## config.mk

```make
export PLATFORM = sky130hd
export DESIGN_NAME = ctlpin_ctrl
export DESIGN_NICKNAME = d
export VERILOG_FILES = /design/src/rtl/ctlpin_pkg.sv /design/src/rtl/ctlpin_regs.sv /design/src/rtl/ctlpin_sync.sv /design/src/rtl/ctlpin_status.sv /design/src/rtl/ctlpin_drive.sv /design/src/rtl/ctlpin_ctrl.sv
export SDC_FILE = /design/constraint.sdc
export NUM_CORES = 1
export LEC_CHECK = 0
export ABC_AREA = 1
export BUFFER_PORTS_ARGS = -buffer_cell sky130_fd_sc_hd__buf_2
export CAP_MARGIN = 20
export CORE_ASPECT_RATIO = 0.8
export CORE_MARGIN = 4
export CORE_UTILIZATION = 25
export DETAILED_ROUTE_END_ITERATION = 10
export GPL_ROUTABILITY_DRIVEN = 1
export PLACE_DENSITY = 0.45
export SLEW_MARGIN = 20
export SYNTH_ARGS = -nofsm -noshare
export SYNTH_HDL_FRONTEND = slang
export SYNTH_HIERARCHICAL = 1
export SYNTH_SLANG_ARGS = --single-unit
export TNS_END_PERCENT = 5
```

## constraint.sdc

```tcl
create_clock -name clk -period 1.8 [get_ports clk]
set_input_delay 0.09 -clock clk [delete_from_list [all_inputs] [get_ports clk]]
set_output_delay 0.09 -clock clk [all_outputs]
set_load 0.02 [all_outputs]
```

## src/rtl/ctlpin_pkg.sv

```systemverilog
package ctlpin_pkg;
  localparam int NPIN        = 2;
  localparam int ADDR_LEVEL  = 0;
  localparam int ADDR_MODE   = 1;
  localparam int ADDR_STATUS = 2;
  localparam int MODE_W      = 2;
  localparam int MODE_REL    = 0;  // release pins to inputs
  localparam int MODE_IRQ    = 1;  // pin 1 becomes the request

  typedef struct packed {
    logic irq_en;
    logic release_en;
  } mode_t;
endpackage

```

## src/rtl/ctlpin_regs.sv

```systemverilog
module ctlpin_regs
  import ctlpin_pkg::*;
#(
  parameter int DATA_W = 8,
  parameter int ADDR_W = 2,
  parameter logic [DATA_W-1:0] CTL_DEFAULT = 8'h03
) (
  input  logic              clk,
  input  logic              rst_n,
  input  logic              wr_en,
  input  logic [ADDR_W-1:0] wr_addr,
  input  logic [DATA_W-1:0] wr_data,
  output logic              started,
  output logic [DATA_W-1:0] level_q,
  output mode_t             mode_q
);
  logic hit_level, hit_mode;
  assign hit_level = wr_en && (wr_addr == ADDR_W'(ADDR_LEVEL));
  assign hit_mode  = wr_en && (wr_addr == ADDR_W'(ADDR_MODE));

  always_ff @(posedge clk or negedge rst_n) begin
    if (!rst_n) begin
      started <= 1'b0;
      level_q <= '0;
      mode_q  <= '0;
    end else begin
      if (wr_en) started <= 1'b1;
      if (hit_level) level_q <= wr_data;
      else if (wr_en && !started) level_q <= CTL_DEFAULT;
      if (hit_mode) begin
        mode_q.release_en <= wr_data[MODE_REL];
        mode_q.irq_en     <= wr_data[MODE_IRQ];
      end
    end
  end


  default_on_first_chk: assert property (@(posedge clk) disable iff (!rst_n)
    (wr_en && !started && wr_addr != ADDR_W'(ADDR_LEVEL)) |=> (level_q == CTL_DEFAULT));

  first_write_wins_chk: assert property (@(posedge clk) disable iff (!rst_n)
    (hit_level && !started) |=> (level_q == $past(wr_data)));

  idle_until_write_chk: assert property (@(posedge clk) disable iff (!rst_n)
    (!started && !wr_en) |=> (level_q == '0 && mode_q == '0));
endmodule

```

## src/rtl/ctlpin_sync.sv

```systemverilog
module ctlpin_sync #(
  parameter int WIDTH  = 2,
  parameter int STAGES = 2
) (
  input  logic             clk,
  input  logic             rst_n,
  input  logic [WIDTH-1:0] d,
  output logic [WIDTH-1:0] q
);
  for (genvar b = 0; b < WIDTH; b++) begin : g_bit
    logic [STAGES-1:0] chain;
    always_ff @(posedge clk or negedge rst_n) begin
      if (!rst_n) chain <= '0;
      else        chain <= {chain[STAGES-2:0], d[b]};
    end
    assign q[b] = chain[STAGES-1];
  end
endmodule

```

## src/rtl/ctlpin_status.sv

```systemverilog
module ctlpin_status
  import ctlpin_pkg::*;
(
  input  logic            clk,
  input  logic            rst_n,
  input  logic [NPIN-1:0] sync_lvl,
  input  logic            irq_en,
  input  logic            rd_clr,
  output logic [NPIN-1:0] status_q,
  output logic            pend_q
);
  logic [NPIN-1:0] status_nxt;
  logic            changed;

  always_comb begin
    status_nxt    = sync_lvl;
    status_nxt[1] = sync_lvl[1] & ~irq_en;
  end
  assign changed = (status_nxt != status_q);

  always_ff @(posedge clk or negedge rst_n) begin
    if (!rst_n) begin
      status_q <= '0;
      pend_q   <= 1'b0;
    end else begin
      status_q <= status_nxt;
      if (!irq_en)      pend_q <= 1'b0;
      else if (changed) pend_q <= 1'b1;
      else if (rd_clr)  pend_q <= 1'b0;
    end
  end


  pend_holds_chk: assert property (@(posedge clk) disable iff (!rst_n)
    (irq_en && pend_q && !rd_clr) |=> pend_q);

  read_race_chk: assert property (@(posedge clk) disable iff (!rst_n)
    (irq_en && rd_clr && changed) |=> pend_q);

  off_clear_chk: assert property (@(posedge clk) disable iff (!rst_n)
    !irq_en |=> !pend_q);
endmodule

```

## src/rtl/ctlpin_drive.sv

```systemverilog
module ctlpin_drive
  import ctlpin_pkg::*;
(
  input  logic            clk,
  input  logic            rst_n,
  input  logic            started,
  input  mode_t           mode,
  input  logic [NPIN-1:0] level,
  input  logic            pend,
  output logic [NPIN-1:0] pin_out,
  output logic [NPIN-1:0] pin_oe
);
  logic drive_all;
  assign drive_all = started && !mode.release_en;

  for (genvar i = 0; i < NPIN; i++) begin : g_pin
    if (i == 1) begin : g_irq
      always_comb begin
        if (mode.irq_en) begin
          pin_oe[i]  = 1'b1;
          pin_out[i] = pend;
        end else begin
          pin_oe[i]  = drive_all;
          pin_out[i] = drive_all & level[i];
        end
      end
    end else begin : g_plain
      assign pin_oe[i]  = drive_all;
      assign pin_out[i] = drive_all & level[i];
    end
  end


  quiet_before_start_chk: assert property (@(posedge clk) disable iff (!rst_n)
    !started |-> (pin_oe == '0 && pin_out == '0));

  irq_pin_chk: assert property (@(posedge clk) disable iff (!rst_n)
    mode.irq_en |-> (pin_oe[1] && pin_out[1] == pend));

  released_chk: assert property (@(posedge clk) disable iff (!rst_n)
    mode.release_en |-> (!pin_oe[0] && !pin_out[0]));
endmodule

```

## src/rtl/ctlpin_ctrl.sv

```systemverilog
module ctlpin_ctrl
  import ctlpin_pkg::*;
#(
  parameter int DATA_W = 8,
  parameter int ADDR_W = 2,
  parameter int SYNC_STAGES = 2,
  parameter logic [DATA_W-1:0] CTL_DEFAULT = 8'h03
) (
  input  logic              clk,
  input  logic              rst_n,
  input  logic              wr_en,
  input  logic [ADDR_W-1:0] wr_addr,
  input  logic [DATA_W-1:0] wr_data,
  input  logic              rd_en,
  input  logic [ADDR_W-1:0] rd_addr,
  output logic [DATA_W-1:0] rd_data,
  input  logic [1:0]        pin_in,
  output logic [1:0]        pin_out,
  output logic [1:0]        pin_oe
);
  localparam int PAD_MODE = DATA_W - MODE_W;
  localparam int PAD_STAT = DATA_W - NPIN;

  logic              started;
  logic [DATA_W-1:0] level_q;
  mode_t             mode_q;
  logic [NPIN-1:0]   sync_lvl, status_q;
  logic              pend_q, rd_clr;
  logic [DATA_W-1:0] rd_nxt;

  ctlpin_regs #(.DATA_W(DATA_W), .ADDR_W(ADDR_W), .CTL_DEFAULT(CTL_DEFAULT)) u_regs (
    .clk(clk), .rst_n(rst_n), .wr_en(wr_en), .wr_addr(wr_addr), .wr_data(wr_data),
    .started(started), .level_q(level_q), .mode_q(mode_q));

  ctlpin_sync #(.WIDTH(NPIN), .STAGES(SYNC_STAGES)) u_sync (
    .clk(clk), .rst_n(rst_n), .d(pin_in), .q(sync_lvl));

  assign rd_clr = rd_en && (rd_addr == ADDR_W'(ADDR_STATUS));

  ctlpin_status u_status (
    .clk(clk), .rst_n(rst_n), .sync_lvl(sync_lvl), .irq_en(mode_q.irq_en),
    .rd_clr(rd_clr), .status_q(status_q), .pend_q(pend_q));

  ctlpin_drive u_drive (
    .clk(clk), .rst_n(rst_n), .started(started), .mode(mode_q),
    .level(level_q[NPIN-1:0]), .pend(pend_q), .pin_out(pin_out), .pin_oe(pin_oe));

  always_comb begin
    unique case (rd_addr)
      ADDR_W'(ADDR_LEVEL):  rd_nxt = level_q;
      ADDR_W'(ADDR_MODE):   rd_nxt = {{PAD_MODE{1'b0}}, mode_q};
      ADDR_W'(ADDR_STATUS): rd_nxt = {{PAD_STAT{1'b0}}, status_q};
      default:              rd_nxt = '0;
    endcase
  end

  always_ff @(posedge clk or negedge rst_n) begin
    if (!rst_n)     rd_data <= '0;
    else if (rd_en) rd_data <= rd_nxt;
  end


  rd_hold_chk: assert property (@(posedge clk) disable iff (!rst_n)
    !rd_en |=> $stable(rd_data));
endmodule

```

==> results.json, run 1 <==
{
  "final_util_pct": 32.69,
  "synthXorXnorAreaFrac_pct": 0,
  "setup_viol": 0,
  "top_level_ports": 30,
  "grt_first_pass_wirelength_um": 3933,
  "layout-drive-gt1-share_pct": 26.67,
  "cts.path.max_buffers": 2,
  "fillers": 447,
  "netlist.area_leader.share_pct": 57.46,
  "synth_top_area_cell": "dfrtp_1",
  "core_area_um2": 4283,
  "synth_top_family_by_area": "simple AND/OR/NAND/NOR gates",
  "clk_pin_slew_worst_paths_ns": 0.09,
  "synthCells": 133,
  "r2r_start": "u_regs/started",
  "clock_latency_ns": 0.27,
  "r2r_slack_ns": 0.91,
  "cpMostUsedCell": "nor2_2",
  "rsz0062_at_grt": "false",
  "cts_resized": 0,
  "drt.antenna.violating_nets": 0,
  "synthesis.nets": 151,
  "max_freq_mhz": 796.3,
  "power_mw": 1.293,
  "maxCapViolCount": 0,
  "antenna_cells": 0,
  "worst_path_max_delay_cell": "dfrtp_1",
  "skew_ns": 0.006139,
  "cts_setup_buffers": 0,
  "synthTopCellsByArea": "dfrtp_1, nand2_1, nand3_1",
  "track_usage_pct": 8.829,
  "drc": 0,
  "drv_slew": 0,
  "mostFrequentLayoutCells": "nand2_1, buf_2, dfrtp_1",
  "min-delay-start": "wr_data[6]",
  "grt.overflow.total": 0,
  "synthSimpleGateAreaFrac_pct": 32.60,
  "initial_core_util_pct": 26.44,
  "outcome": "complete, no violations",
  "antenna_found_initial": 0,
  "slew_headroom_pct": 61.98,
  "final_hold_viol_count": 0,
  "arrival_ns": 1.17,
  "synth_compound_area_share_pct": 0.8840,
  "peakVddDrop_v": 0.0002640,
  "post-route-period-util_pct": 69.77,
  "dp_hpwl_um": 1825,
  "drt-initial-drc-count": 24,
  "slowest_delay_ns": 0.42,
  "hold_path_end": "u_regs/level_q[6]",
  "ys_warn_count": 6,
  "root_buffer": "clkbuf_8",
  "setup_tns_ns": 0,
  "worst_slew_pin_slew_ns": 0.5703,
  "num_vias": 911,
  "end_kind": "output port",
  "cts_buffers": 3,
  "fin_nets": 184,
  "startpoint_type": "flip-flop",
  "power_density_nw_per_um2": 923.5,
  "die_y_um": 68.20,
  "synthMuxAreaShare_pct": 0,
  "synth_area_per_cell_um2": 8.514,
  "finalInstanceArea_um2": 1400,
  "drt-total-wl_um": 2379,
  "cp.required_ns": 1.71,
  "drt_first_pass_iters": 4,
  "crit_chain": "nor2_2 -> inv_2 -> nor2_2 -> buf_2",
  "gp_congestion": 0.7147,
  "layout_commonest_cell": "nand2_1",
  "post_dp_cell_area_um2": 1315,
  "ys_ff_latch": 26,
  "synthAdderAreaFrac_pct": 0,
  "fp-row-count": 21,
  "cts.sinks": 26,
  "port-buffer-count": 29,
  "cts_htree_levels": 1,
  "dieArea_um2": 5677,
  "crit_type": "reg2out",
  "area_growth_pct": 23.65,
  "min_path_type": "in2reg",
  "r2r_end": "u_regs/level_q[0]",
  "reg2regPathDepth": 5,
  "yosysUniqueCellTypes": 16,
  "grt_max_degree": 27,
  "ctsHoldBuffers": 3,
  "die_x_um": 83.25,
  "crit_fanout": 3,
  "yosysSeqAreaShare_pct": 57.46,
  "period_needed_ns": 1.256,
  "cts_tree": "built",
  "syn_area_um2": 1132,
  "worst_hold_path.num_cells": 3,
  "routedWlPerCell_um": 10.72,
  "p_leak_nw": 0.7982,
  "avgViaCountPerCell": 4.104,
  "grt_pass1_vias": 824
}
-- layout make-up --
type / instances / area (um2) / share of cell area [%]
clock buffers: 4 / 55.05 / 3.932
inverters: 18 / 68.82 / 4.915
multi-input cells: 85 / 379.1 / 27.08
flip-flops and latches: 26 / 650.6 / 46.47
well taps: 57 / 71.32 / 5.094
repair buffers: 32 / 175.2 / 12.51
-- kinds of logic (layout without fill, tap and decap cells) --
kind of cell    count (synthesis)  after routing
compound gates                  2              2
simple gates                   83             83
buf+inv                        22             54
flops                          26             26
-- critical path: cells and delay by family (launching register included) --
family,cells,cell delay (ns)
flip-flops,1,0.42
AND/OR/NAND/NOR,2,0.25
buffers and inverters,2,0.22
-- through the flow --
step           worst slack, ns  cells  hold slack (ns)
2_1_floorplan           0.9423    133          -0.2056
3_3_place_gp            0.8456    215           0.1174
3_5_place_dp            0.8354    215           0.1226
4_1_cts                 0.5215    222         0.007104
5_1_grt                 0.4369    222          0.01114
6_report                0.5441    222          0.01415
-- sequential cells by signal, indices dropped and copies added (netlist names) --
name                cells
u_status/status_q       2
u_sync/g_bit.chain      4
u_regs/started          1
rd_data                 8
u_regs/mode_q           2
u_status/pend_q         1
u_regs/level_q          8
-- layer usage --
| metal | up-vias | routed length (um) | GRT usage [%] |
|---|---|---|---|
| met1 | 405 | 1190 | 12.20 |
| met4 | 0 | 10 | 3.061 |
| met2 | 28 | 1025 | 12.60 |
| met3 | 2 | 153 | 3.369 |
| li1 | 476 | - | - |
| met5 | - | 0 | 0 |
-- where the power goes --
part / leakage [nW] / total, mW / switching [mW] / internal, mW
Combinational: 0.446 / 0.228 / 0.142 / 0.0867
Sequential: 0.323 / 0.691 / 0.0447 / 0.647
Clock: 0.0288 / 0.373 / 0.178 / 0.196
Total: 0.798 / 1.29 / 0.364 / 0.929
-- synth_stat cells, drive strengths merged --
cell type and number:
nand2 50, clkinv 1, dfrtp 26, buf 4, nor3 1, nor2 8
nand3 22, inv 17, nand3b 1, or2 1, o21ai 2
-- how the worst max path moves through the flow --
stage / startpoint / to / slack (ns)
after floorplan: u_regs/mode_q[0] / pin_out[0] / 0.94
after global placement: u_regs/mode_q[0] / pin_out[1] / 0.85
after detailed placement: u_regs/mode_q[0] / pin_out[0] / 0.84
after CTS: u_regs/mode_q[0] / pin_out[0] / 0.52
after global routing: u_regs/mode_q[0] / pin_out[1] / 0.44
final: u_regs/mode_q[0] / pin_out[0] / 0.54
(Power assumes the default switching activity.)
==> run 2, diff against run 1 <==
==> constraint.sdc (replaced) <==
create_clock -name clk -period 1.3 [get_ports clk]
set_input_delay 0.065 -clock clk [delete_from_list [all_inputs] [get_ports clk]]
set_output_delay 0.065 -clock clk [all_outputs]
set_load 0.02 [all_outputs]
==> run 2 against run 1 <==
Net effect: first-iteration DRC count rose by 100%; clock-buffer cell count did not move; cell count rose by 2.3%; critical endpoint unchanged; die area did not move; clock skew fell by 0.0016 ns; worst setup slack got worse by 0.45 ns; core utilization rose by 1.3 points.
==> results.json, run 2 (synthesized netlist as in run 1, its figures left out) <==
{
  "drt_first_pass_iters": 4,
  "power.switching_uw": 502.5,
  "post-route-period-util_pct": 92.86,
  "arrival_ns": 1.14,
  "maxCapViolCount": 0,
  "period_needed_ns": 1.207,
  "worst_hold_path.num_cells": 3,
  "routedWlPerCell_um": 10.55,
  "cts_buffers": 3,
  "fillers": 452,
  "peakVddDrop_v": 0.0003757,
  "crit_type": "reg2out",
  "wl_met1_um": 1205,
  "grt_first_pass_wirelength_um": 3988,
  "antenna_cells": 0,
  "pwr-share-clk_pct": 28.4,
  "place_ws_ns": 0.3564,
  "gp_congestion": 0.7147,
  "track_usage_pct": 8.882,
  "drt.antenna.violating_nets": 0,
  "setup_ws_ns": 0.09283,
  "p_leak_nw": 0.8207,
  "setup_viol": 0,
  "top_level_ports": 30,
  "cp.required_ns": 1.24,
  "grt_max_degree": 27,
  "reg2regPathDepth": 5,
  "outcome": "complete, no violations",
  "dieArea_um2": 5677,
  "fp-row-count": 21,
  "layout-drive-gt1-share_pct": 25.88,
  "area_growth_pct": 28.51,
  "min_path_type": "in2reg",
  "final_hold_viol_count": 0,
  "crit_fanout": 3,
  "p_int_mw": 1.298,
  "fin_nets": 189,
  "mostFrequentLayoutCells": "nand2_1, buf_2, dfrtp_1",
  "slew_headroom_pct": 62.56,
  "antenna_found_initial": 0,
  "num_vias": 929,
  "power_density_nw_per_um2": 1237,
  "cts.sinks": 26,
  "grt_pass1_vias": 849,
  "routed.top_layer": "met3",
  "drc": 0,
  "drt-initial-drc-count": 49,
  "port-buffer-count": 29,
  "seqPwrFrac_pct": 53.3,
  "end_kind": "output port",
  "skew_ns": 0.004493,
  "core_area_um2": 4283,
  "die_y_um": 68.20,
  "clock_latency_ns": 0.27,
  "cts_setup_buffers": 0,
  "die_x_um": 83.25,
  "max_freq_mhz": 828.4,
  "drt-total-wl_um": 2394,
  "r2r_slack_ns": 0.42,
  "layout_commonest_cell": "nand2_1",
  "p_sw_share_pct": 27.92,
  "clk_pin_slew_worst_paths_ns": 0.09,
  "setup_tns_ns": 0,
  "drv_slew": 0,
  "grt.overflow.total": 0,
  "cts_tree": "built",
  "reg.largest.list": "rd_data (8), u_regs/level_q (8), u_sync/g_bit.chain (4)",
  "route.met3.wl_um": 128,
  "rsz0062_at_grt": "false",
  "multi_input_area_um2": 384.1,
  "root_buffer": "clkbuf_8",
  "share_comb_of_total_power_pct": 18.3,
  "dp_hpwl_um": 1811,
  "startpoint_type": "flip-flop",
  "cts.path.max_buffers": 2,
  "ff_latch_area_um2": 650.6,
  "cts_htree_levels": 1,
  "avgViaCountPerCell": 4.093,
  "initial_core_util_pct": 26.44,
  "holdWs_ns": 0.004804,
  "worst_slew_pin_slew_ns": 0.5616,
  "dr_wl_met2_um": 1059
}
[run 2: cell types whose count changed in the layout (fill, tap and decap cells not counted), sizes merged]
cell         previous run  this run
dlygate4sd3             3         8
[run 2: per-stage QoR]
step / cells / area (um2) / power (mW) / utilization, %
3_3_place_gp: 215 / 1315 / 1.286 / 30.70
2_1_floorplan: 133 / 1132 / 1.169 / -
4_1_cts: 226 / 1440 / 1.826 / 33.63
5_1_grt: 227 / 1455 / 1.923 / 33.98
3_5_place_dp: 215 / 1315 / 1.292 / 30.70
6_report: 227 / 1455 / 1.800 / 33.98
[run 2: repair_timing]
item,in CTS,in global routing
hold endpoints to repair,32,1
setup endpoints to repair,0,2
resized for setup,0,1
hold buffers,7,1
[run 2: worst paths after layout]
check                                               from                        to
worst max-delay path                    u_regs/mode_q[0]                pin_out[0]
worst min-delay path                          wr_data[3]         u_regs/level_q[3]
worst max register to register            u_regs/started         u_regs/level_q[1]
worst min register to register  u_sync/g_bit[1].chain[0]  u_sync/g_bit[1].chain[1]
max in group asynchronous                          rst_n                rd_data[4]
min in group asynchronous                          rst_n      u_status/status_q[1]
[run 2: critical path: stages (launching register included)]
cell and delay [ns]:
dfrtp_1 0.44, nor2_4 0.15, inv_2 0.05, nor2_2 0.07, buf_2 0.16
[run 2: routing by layer]
layer  vias to the layer above  global-route usage (%)
met5                         -                       0
met4                         0                   2.449
met3                         0                   3.249
met2                        27                   13.10
met1                       418                   12.28
li1                        484                       -
[run 2: cell type report]
class	count	share of cell area, %
Sequential cell	26	44.71
Timing Repair Buffer	37	15.48
Clock buffer	4	3.783
Inverter	18	4.729
Tap cell	57	4.901
Multi-Input combinational cell	85	26.40
[run 2: power groups by stage]
stage	Clock, mW	Combinational, mW	Sequential (mW)
after global placement	0	0.311	0.975
after CTS	0.534	0.332	0.960
final	0.511	0.329	0.960
after floorplan	0	0.187	0.982
after detailed placement	0	0.315	0.977
after global routing	0.574	0.374	0.975
==> run 3, diff against run 2 <==
--- a/config.mk
+++ b/config.mk
@@ -10,10 +10,10 @@
 export CAP_MARGIN = 20
 export CORE_ASPECT_RATIO = 0.8
 export CORE_MARGIN = 4
-export CORE_UTILIZATION = 25
+export CORE_UTILIZATION = 50
 export DETAILED_ROUTE_END_ITERATION = 10
 export GPL_ROUTABILITY_DRIVEN = 1
-export PLACE_DENSITY = 0.45
+export PLACE_DENSITY = 0.77
 export SLEW_MARGIN = 20
 export SYNTH_ARGS = -nofsm -noshare
 export SYNTH_HDL_FRONTEND = slang
==> run 3 against run 2 <==
Net effect: via count is 6.0% higher; core utilization is 34 points higher; highest routed layer is now met4; non-clock buffer count is 7 higher; sequential share of layout area is 0.18 points lower; critical path depth stayed put; critical endpoint is now pin_out[1]; worst hold slack better by 0.0039 ns; cell area is 0.60% higher; largest power group unchanged; sequential power is 0.5% lower.
==> results.json, run 3 (synthesized netlist as in run 1, its figures left out) <==
{
  "gp_congestion": 0.7217,
  "routedWlPerCell_um": 11.59,
  "max_freq_mhz": 813.8,
  "arrival_ns": 1.16,
  "cts_buffers": 3,
  "power_mw": 1.751,
  "grt_max_degree": 27,
  "worst_path_max_delay_cell": "dfrtp_2",
  "startpoint_type": "flip-flop",
  "fp-row-count": 15,
  "drt.antenna.violating_nets": 0,
  "crit_family": "flip-flops",
  "crit_fanout": 4,
  "cts_tree": "built",
  "core_area_um2": 2158,
  "min_path_type": "in2reg",
  "holdWs_ns": 0.008724,
  "grt.overflow.total": 0,
  "final_hold_viol_count": 0,
  "setup_viol": 0,
  "end_kind": "output port",
  "post-route-period-util_pct": 94.52,
  "drt-total-wl_um": 2342,
  "cp_num_buf_inv": 2,
  "drt-initial-drc-count": 39,
  "drt_first_pass_iters": 4,
  "port-buffer-count": 29,
  "drc": 0,
  "root_buffer": "clkbuf_4",
  "skew_ns": 0.01084,
  "antenna_found_initial": 0,
  "maxCapViolCount": 0,
  "period_needed_ns": 1.229,
  "crit_chain": "buf_4 -> nand2_1 -> nand2_1 -> buf_2",
  "slowest_delay_ns": 0.45,
  "cpMostUsedCell": "nand2_1",
  "power_density_nw_per_um2": 1196,
  "p_leak_nw": 0.8471,
  "slew_headroom_pct": 62.59,
  "antenna_cells": 0,
  "place_ws_ns": 0.3712,
  "drv_slew": 0,
  "setup_ws_ns": 0.07122,
  "track_usage_pct": 17.37,
  "finalInstanceArea_um2": 1464,
  "grt_first_pass_wirelength_um": 3981,
  "layout-drive-gt1-share_pct": 28.81,
  "cts.sinks": 26,
  "die_y_um": 50.57,
  "fin_nets": 196,
  "worst_slew_pin_slew_ns": 0.5612,
  "peakVddDrop_v": 0.001058,
  "num_vias": 985,
  "clk_pin_slew_worst_paths_ns": 0.13,
  "mostFrequentLayoutCells": "nand2_1, buf_2, dfrtp_1",
  "die_x_um": 61.21,
  "cp.required_ns": 1.24,
  "cts_htree_levels": 1,
  "clock_latency_ns": 0.32,
  "cts.path.max_buffers": 2,
  "top_level_ports": 30,
  "crit_type": "reg2out",
  "initial_core_util_pct": 52.46,
  "avgViaCountPerCell": 4.876,
  "post_dp_cell_area_um2": 1275,
  "dp_hpwl_um": 1630,
  "outcome": "complete, no violations",
  "layout_commonest_cell": "nand2_1",
  "grt_pass1_vias": 881,
  "dieArea_um2": 3095,
  "area_growth_pct": 29.28,
  "reg.largest.list": "rd_data (8), u_regs/level_q (8), u_sync/g_bit.chain (4)"
}
run 3: changes by cell type in the layout (fill, tap and decap cells not counted):
cell,previous run,this run
clkbuf_4,0,3
nor2_2,2,1
clkbuf_8,4,1
buf_6,0,1
dfrtp_2,0,1
dfrtp_1,26,25
nor2_4,2,3
buf_4,0,6
dlygate4sd3_1,8,9
buf_2,29,28
run 3: path summary, 6_finish.rpt:
| check | endpoint | cells past startpoint | from | slack, ns |
|---|---|---|---|---|
| min reg2reg | u_sync/g_bit[1].chain[1] | 0 | u_sync/g_bit[1].chain[0] | 0.37 |
| max reg2reg | u_regs/level_q[4] | 6 | u_regs/started | 0.21 |
| max | pin_out[1] | 4 | u_regs/mode_q[1] | 0.07 |
| min in group asynchronous | u_regs/level_q[3] | 2 | rst_n | 0.24 |
| min | u_regs/mode_q[1] | 3 | wr_data[1] | 0.009 |
| max in group asynchronous | u_regs/mode_q[1] | 2 | rst_n | 0.66 |
run 3: metrics by stage:
stage          util, %  cells  setup TNS, ns
2_1_floorplan        -    133              0
3_3_place_gp     59.07    183              0
3_5_place_dp     59.07    183              0
4_1_cts          65.62    198              0
5_1_grt          67.83    202      -0.003355
6_report         67.83    202              0
run 3: power breakdown:
| part | internal [mW] | switching, mW | leakage (nW) | total (mW) |
|---|---|---|---|---|
| registers | 0.896 | 0.0591 | 0.322 | 0.955 |
| logic | 0.165 | 0.223 | 0.504 | 0.388 |
| clock network | 0.171 | 0.236 | 0.0210 | 0.407 |
run 3: per-layer routing:
metal	GRT usage (%)	share of wire, %
met1	23.40	46
met2	26.23	47
met3	3.599	6.4
met4	8.303	0.94
met5	0	0
run 3: repair_timing:
action | CTS | global route
pin swaps | 0 | 1
setup endpoints to repair | 1 | 3
hold buffers | 9 | 0
endpoints found under the hold margin | 34 | 0
resized for setup | 0 | 5
buffers inserted | 2 | 4
run 3: worst min-delay path: stages:
cell	delay, ns
buf_2	0.09
inv_1	0.05
o21ai_0	0.08
run 3: cell type report:
type,count,area (um2)
clock buffers,4,36.28
fillers,167,694.4
flip-flops and latches,26,651.9
repair buffers,44,286.5
multi-input cells,85,389.1
well taps,25,31.28
inverters,18,68.82
